===== config.mk =====
export PLATFORM = sky130hd
export DESIGN_NAME = ccmp_unit
export DESIGN_NICKNAME = d
export VERILOG_FILES = /design/src/rtl/ccmp_pkg.sv /design/src/rtl/ccmp_order.sv /design/src/rtl/ccmp_lane.sv /design/src/rtl/ccmp_unit.sv
export SDC_FILE = /design/constraint.sdc
export NUM_CORES = 1
export LEC_CHECK = 0
export BUFFER_PORTS_ARGS = -buffer_cell sky130_fd_sc_hd__buf_2
export CORE_AREA = 4 4 65 67
export CTS_BUF_LIST = sky130_fd_sc_hd__clkbuf_8
export CTS_CLUSTER_DIAMETER = 50
export CTS_CLUSTER_SIZE = 30
export DETAILED_ROUTE_END_ITERATION = 10
export DIE_AREA = 0 0 69 71
export HOLD_SLACK_MARGIN = 0.15
export PLACE_DENSITY = 0.88
export SETUP_SLACK_MARGIN = 0.05
export SYNTH_ARGS = -nofsm -noshare
export SYNTH_HDL_FRONTEND = slang
export SYNTH_SLANG_ARGS = --single-unit

===== constraint.sdc =====
create_clock -name clk -period 2.2 [get_ports clk]
set_input_delay 0.44 -clock clk [delete_from_list [all_inputs] [get_ports clk]]
set_output_delay 0.44 -clock clk [all_outputs]
set_load 0.01 [all_outputs]

===== src/rtl/ccmp_pkg.sv =====
package ccmp_pkg;
    localparam int unsigned REL_W = 3;

    typedef enum logic [REL_W-1:0] {
        REL_EQ = 3'd0,
        REL_NE = 3'd1,
        REL_LT = 3'd2,
        REL_LE = 3'd3,
        REL_GT = 3'd4,
        REL_GE = 3'd5
    } rel_e;
endpackage


===== src/rtl/ccmp_order.sv =====
module ccmp_order #(
    parameter int unsigned VAL_W = 24
) (
    input  logic [VAL_W-1:0] a,
    input  logic [VAL_W-1:0] b,
    output logic             eq,
    output logic             lt
);
    localparam int unsigned MAG_W = VAL_W - 1;

    logic [MAG_W-1:0] mag_a, mag_b;
    logic             sgn_a, sgn_b, both_zero;

    assign mag_a     = a[MAG_W-1:0];
    assign mag_b     = b[MAG_W-1:0];
    assign sgn_a     = a[VAL_W-1];
    assign sgn_b     = b[VAL_W-1];
    assign both_zero = (mag_a == '0) && (mag_b == '0);

    always_comb begin
        if (both_zero) begin
            eq = 1'b1;
            lt = 1'b0;
        end else if (sgn_a != sgn_b) begin
            eq = 1'b0;
            lt = sgn_a;
        end else begin
            eq = (mag_a == mag_b);
            lt = sgn_a ? (mag_a > mag_b) : (mag_a < mag_b);
        end
    end


    always_comb begin
        if (both_zero) begin
            signed_zero_chk: assert (eq && !lt);
        end
    end
endmodule


===== src/rtl/ccmp_lane.sv =====
module ccmp_lane
    import ccmp_pkg::*;
#(
    parameter int unsigned VAL_W = 24
) (
    input  logic [VAL_W-1:0] a,
    input  logic [VAL_W-1:0] b,
    input  logic [REL_W-1:0] rel,
    output logic             hit,
    output logic             known
);
    logic eq, lt;

    ccmp_order #(.VAL_W(VAL_W)) u_order (
        .a  (a),
        .b  (b),
        .eq (eq),
        .lt (lt)
    );

    always_comb begin
        known = 1'b1;
        hit   = 1'b0;
        case (rel)
            REL_EQ:  hit = eq;
            REL_NE:  hit = !eq;
            REL_LT:  hit = lt;
            REL_LE:  hit = lt || eq;
            REL_GT:  hit = !lt && !eq;
            REL_GE:  hit = !lt;
            default: known = 1'b0;
        endcase
    end

    // no relation pair may disagree with the ordering it is built on
    always_comb begin
        if (known && (rel == REL_LT) && eq) begin
            lt_excludes_eq_chk: assert (!hit);
        end
    end
endmodule


===== src/rtl/ccmp_unit.sv =====
module ccmp_unit
    import ccmp_pkg::*;
#(
    parameter int unsigned VAL_W = 24
) (
    input  logic             clk,
    input  logic             rst_n,
    input  logic             vtx_clear,
    input  logic             exec,
    input  logic [VAL_W-1:0] src1_x,
    input  logic [VAL_W-1:0] src2_x,
    input  logic [VAL_W-1:0] src1_y,
    input  logic [VAL_W-1:0] src2_y,
    input  logic [REL_W-1:0] rel_x,
    input  logic [REL_W-1:0] rel_y,
    output logic             cc_x,
    output logic             cc_y
);
    localparam int unsigned LANES = 2;

    typedef struct packed {
        logic [LANES-1:0] cc;
    } state_t;

    state_t st_d, st_q;

    logic [VAL_W-1:0] lane_a   [LANES];
    logic [VAL_W-1:0] lane_b   [LANES];
    logic [REL_W-1:0] lane_rel [LANES];
    logic [LANES-1:0] lane_hit, lane_known;

    assign lane_a[0]   = src1_x;
    assign lane_b[0]   = src2_x;
    assign lane_rel[0] = rel_x;
    assign lane_a[1]   = src1_y;
    assign lane_b[1]   = src2_y;
    assign lane_rel[1] = rel_y;

    for (genvar g = 0; g < LANES; g++) begin : g_lane
        ccmp_lane #(.VAL_W(VAL_W)) u_lane (
            .a     (lane_a[g]),
            .b     (lane_b[g]),
            .rel   (lane_rel[g]),
            .hit   (lane_hit[g]),
            .known (lane_known[g])
        );
    end

    always_comb begin
        st_d = st_q;
        if (vtx_clear) begin
            st_d.cc = '0;
        end else if (exec) begin
            for (int i = 0; i < LANES; i++) begin
                if (lane_known[i]) st_d.cc[i] = lane_hit[i];
            end
        end
    end

    always_ff @(posedge clk or negedge rst_n) begin
        if (!rst_n) st_q <= '0;
        else        st_q <= st_d;
    end

    assign cc_x = st_q.cc[0];
    assign cc_y = st_q.cc[1];


    clear_wins_chk: assert property (@(posedge clk) disable iff (!rst_n)
        vtx_clear |=> (!cc_x && !cc_y));


    idle_hold_chk: assert property (@(posedge clk) disable iff (!rst_n)
        (!vtx_clear && !exec) |=> $stable({cc_x, cc_y}));


    unknown_x_hold_chk: assert property (@(posedge clk) disable iff (!rst_n)
        (exec && !vtx_clear && rel_x > 3'd5) |=> $stable(cc_x));


    unknown_y_hold_chk: assert property (@(posedge clk) disable iff (!rst_n)
        (exec && !vtx_clear && rel_y > 3'd5) |=> $stable(cc_y));
endmodule


---- After elaboration in Yosys (flattened, before gate mapping) ----
Cells that the tools add are included.
word-level totals
  bits in registers ....................... 2
  word-level logic and storage cells ...... 61
  bits in read-only memories .............. 0
  output and inout bits ................... 2
  bits in latches ......................... 0
  bits of input ports ..................... 106
  memories kept ........................... 0
  bits in writable memories ............... 0
cells by class
  divide/modulo/power cells ............... 0
  add/sub/neg operators ................... 0
  reductions and logical operators ........ 23
  $mul .................................... 0
  eq/ne operators ......................... 14
  bitwise operators ....................... 0
  shifts and indexed selects .............. 0
  multiplexer cells ....................... 18
  magnitude comparators ................... 4
operator list
  operator                                                         number
  23-bit logical NOT                                               4
  23-bit == test                                                   2
  23-bit greater-than comparator                                   2
  23-bit less-than comparator                                      2
  1-bit 2-to-1 mux                                                 14
  3-bit by 2-bit == test with 1-bit output, second input constant  4
  3-bit == test, second input constant                             4
  1-bit one-hot mux with 6 select lines                            2
  6-bit OR reduction                                               2
  3-bit by 1-bit == test with 1-bit output, second input constant  2
  3-bit logical NOT                                                2
  2-bit nonzero test                                               3
  1-bit logical AND                                                4
  1-bit logical NOT                                                4
  2-bit 2-to-1 mux                                                 2
  2-bit AND reduction                                              2
  1-bit logical OR                                                 2
  1-bit inequality test                                            2

---- Logic depth before layout (Yosys ltp) ----
  depth after elaboration ................. 10
  gate-level depth with buffers ........... 9
  depth with buffers taken out ............ 9

---- By module ----
A second synthesis with hierarchy kept.
unflattened totals
  cells, all modules ...................... 232
  area total of the unflattened synthesis .. 1649.1 µm²
by module, submodules not included
  module      times used  cells each  seq. area each (µm²)  area each (µm²)
  ccmp_order  2           105         0.0                   733.2
  ccmp_lane   2           7           0.0                   46.3
  ccmp_unit   1           8           50.0                  90.1

---- Worst setup path before layout ----
No wires, ideal clock.
  path type ............................... in2reg
  start ................................... in src2_x[21]
  end ..................................... reg st_q[0] in the netlist's numbering
  path buffers ............................ 0
  data required time ...................... 2089 ps
  setup slack ............................. 36 ps
  arrival time ............................ 2052 ps
  setup time .............................. 111 ps
  cell stages on the path ................. 8
  path through ............................ inv_1 ha_1 and4_1 a221oi_1 o211ai_1 nor2b_1 o31a_2 a2111oi_2
on the way
  word-level cells in the longest chain between the ends .. 10
  elaborated cells on any way between the ends .. 18
  those cells by class .................... order compare: 2; eq/ne: 1; mux: 9; reduce/logical: 6
RTL lines
  what                                                                                  RTL line                          source
  start, declared                                                                       ccmp_unit.sv:11                   input logic [VAL_W-1:0] src2_x,
  23-bit less-than comparator / 23-bit greater-than comparator (equally long branches)  ccmp_order.sv:29                  lt = sgn_a ? (mag_a > mag_b) : (mag_a < mag_b);
  1-bit 2-to-1 mux                                                                      ccmp_order.sv:29
  1-bit 2-to-1 mux                                                                      ccmp_order.sv:24                  end else if (sgn_a != sgn_b) begin
  1-bit 2-to-1 mux                                                                      ccmp_order.sv:21                  if (both_zero) begin
  1-bit logical NOT                                                                     ccmp_lane.sv:29, ccmp_lane.sv:30
  1-bit logical AND                                                                     ccmp_lane.sv:29                   REL_GT: hit = !lt && !eq;
  1-bit one-hot mux with 6 select lines (*)                                             ccmp_lane.sv:24                   case (rel)
  1-bit 2-to-1 mux (*)                                                                  ccmp_unit.sv:55                   if (lane_known[i]) st_d.cc[i] = lane_hit[i];
  2-bit 2-to-1 mux (*)                                                                  ccmp_unit.sv:53                   end else if (exec) begin
  2-bit 2-to-1 mux (*)                                                                  ccmp_unit.sv:51                   if (vtx_clear) begin
  end signal, assigned                                                                  ccmp_unit.sv:62                   else st_q <= st_d;
  end, declared                                                                         ccmp_unit.sv:25                   state_t st_d, st_q;
Every way passes the cells marked *; elsewhere a longest branch is shown, timed or not. The select of a mux whose other input is x is not followed.
A chain may end at the register's enable or synchronous reset.

---- Worst setup path after layout ----
  start ................................... in src2_x[11]
  end ..................................... reg st_q[0] in the netlist's numbering
The elaborated chain is that of the path after synthesis.

==> flow_summary.toml <==
[worst_hold_path]
holdCritPathClass = "in2reg"

[clock_network]
cts-root-buf = "clkbuf_8"
cts_tree = "built"
numCtsBuffers = 3
cts_sinks = 2
clkTransAtPathRegs_ns = 0.03
clock_latency_ns = 0.21
clockBufferDepth = 2
h-tree-depth = 1

[drt]
wl_per_cell_um = 19.4
vias_per_cell = 6.03
dr.pass1.iters = 4
postRouteAntennaNets = 0
drtIter0Drc = 189
totalWireLength_um = 8320
route.vias.total = 2595
drc = 0

[sta]
period_share_pct = 103
fin_crit_ns = 2.26
maxSlewHeadroom_pct = 73.9
setup_violations = 1
hold_ws_ns = 0.429
finClkSkew_ns = 0
max_freq_mhz = 442
setup_ws_ns = -0.0640
rsz0062_at_grt = "yes"
slew_viol_final = 0
hold_violations = 0
tightestPinTransition_ns = 0.388

[final_layout]
top_register = "st_q"
area.growth.synth_to_final_pct = 87.8
final_area_um2 = 3140
final_layout_size_suffix_gt1_share_pct = 57.6
post-route-util_pct = 86.5
largest_register_ffs = 2
final_nets = 536
top_regs = "st_q (2)"
num_antenna_cells = 0
nFillCells = 188

[worst_setup_path]
critical_path_class = "in2reg"
start_kind = "primary input"
rrSetupSlack_ns = 1.26
crit_start = "src2_x[11]"
cp_max_fo = 2
reg2reg_from = "st_q[1]$_DFFE_PN0P_"
reg2reg_depth = 3
cp.arrival_ns = 2.37
crit_path_end = "st_q[0]$_DFFE_PN0P_"
reg2reg_to = "st_q[1]$_DFFE_PN0P_"
cp_data_required_time_ns = 2.31
end_kind = "flop"

[die]
die-area_um2 = 4900
die_h_um = 71
core-area_um2 = 3630
row_count = 22
die_w_um = 69
initial_core_util_pct = 46.0
ioPinCount = 108

[power_and_ir_drop]
power.leakage_uw = 0.00156
power_density_nw_per_um2 = 250
peakVddDrop_mv = 0.154

[synthesis]
synth.avg_cell_area_um2 = 7.18
syn_nets = 385
synth_flop_cell = "dfrtp_1"
synth_cell_types = 40
yosysTopAreaCell = "ha_1"
syn_area_um2 = 1670
synth_area_leaders = "ha_1 34%, inv_1 11%, nor4_1 7.5%"
ys_seq_area_share_pct = 2.99
synth_top_area_share_pct = 34.4
ys_seq_elements = 2
yosysMostFrequentCell = "inv_1"
synthTopCellsByCount = "49 x inv_1, 46 x ha_1, 20 x nor4_1, 18 x a21oi_1, 14 x nand2_1"
ys_warn_count = 0
syn_inst = 233
async_flop_share_pct = 100
synth_edf_count = 0

[placement]
placed_cell_area_um2 = 2540
gp_congestion = 0.942
portBuffers = 107
place_hpwl_um = 5180

[run]
max-cap-violations = 0

[grt]
grt_overflow = 0
grt_max_degree = 8
gr-usage-all-layers_pct = 22.5
grt_pass1_wl_um = 9360
antenna_found_initial = 0
grt_pass1_vias = 2358

[status]
status = "finished, violations left"
violations = "setup timing"
## cells in the final DEF (no fill, tap or decap), drive strengths merged, types with 2 or more instances in the layout
master / Yosys / routed
nor4: 23 / 23
buf: 0 / 145
xnor2: 2 / 2
dfrtp: 2 / 2
inv: 49 / 49
o21ai: 6 / 6
and4: 7 / 7
a211oi: 4 / 4
nand3: 6 / 6
o31ai: 3 / 3
nor3: 5 / 5
a221oi: 3 / 3
ha: 46 / 46
a21oi: 18 / 18
nand3b: 2 / 2
nor2: 9 / 9
nor2b: 3 / 3
nand2: 15 / 15
clkbuf: 0 / 3
o211ai: 3 / 3
nand4: 11 / 11
## power by group
| part | leakage (µW) | switching, µW | internal (µW) | total (µW) |
|---|---|---|---|---|
| clock | 0.0000216 | 31.9 | 116 | 148 |
| combinational | 0.00151 | 292 | 305 | 597 |
| sequential | 0.0000262 | 1.70 | 40.2 | 41.9 |
| total | 0.00156 | 326 | 461 | 787 |
## worst min-delay path by stage
stage / from / end / slack (ns) / cells past startpoint
finish: vtx_clear / st_q[0]$_DFFE_PN0P_ / 0.43 / 2
global route: vtx_clear / st_q[0]$_DFFE_PN0P_ / 0.43 / 2
CTS: vtx_clear / st_q[0]$_DFFE_PN0P_ / 0.41 / 2
detailed placement: rst_n / st_q[1]$_DFFE_PN0P_ / 0.23 / 1
global placement: rst_n / st_q[0]$_DFFE_PN0P_ / 0.23 / 1
floorplan: rst_n / st_q[0]$_DFFE_PN0P_ / 0.14 / 0
## per-layer routing
layer  global-route usage, %  vias up  routed length, µm
li1                        -     1173                  -
met4                    8.03        0                503
met1                    23.1     1175               2900
met5                       0        -                  0
met3                    3.27       56                635
met2                    45.4      191               4280
## worst max-delay path, cell delays in order
cell and delay (ns):
buf_2 0.10, inv_1 0.05, ha_1 0.30, and4_4 0.25, and4_4 0.24, o31ai_4 0.07, o211ai_1 0.16, a21boi_2 0.14
buf_4 0.16, o31a_4 0.28, a2111oi_4 0.17
## cell type report
class | instances | area (µm²) | area share, %
timing repair buffer | 146 | 898 | 28.6
clock buffer | 3 | 41.3 | 1.31
multi-input combinational | 182 | 1900 | 60.5
sequential | 2 | 50.0 | 1.59
tap | 48 | 60.1 | 1.91
inverter | 49 | 191 | 6.09
## cell families after synthesis
| group | synth area share (%) |
|---|---|
| AO/OA/AOI/OAI | 19.3 |
| XOR/XNOR | 1.57 |
| adder cells (fa/ha/maj) | 34.4 |
| buffers and inverters | 11.0 |
| flip-flops | 2.99 |
| AND/OR/NAND/NOR | 30.7 |
## stage by stage
stage / setup WS [ns] / cells / total power, µW / setup TNS (ns)
after floorplan: 0.0540 / 233 / 223 / 0
after global placement: -0.215 / 423 / 434 / -0.398
after detailed placement: -0.320 / 423 / 449 / -0.533
after CTS: 0.0182 / 427 / 618 / 0
after global routing: -0.112 / 430 / 842 / -0.121
final: -0.0640 / 430 / 787 / -0.0640
## repair_timing
action	in CTS	in global routing
setup buffers	0	3
hold endpoints to repair	2	0
pin swaps	6	37
hold buffers	1	0
gates cloned	0	0
setup endpoints to repair	2	2
gates resized for setup	13	77
No activity file was read; power rests on OpenSTA's default activity.
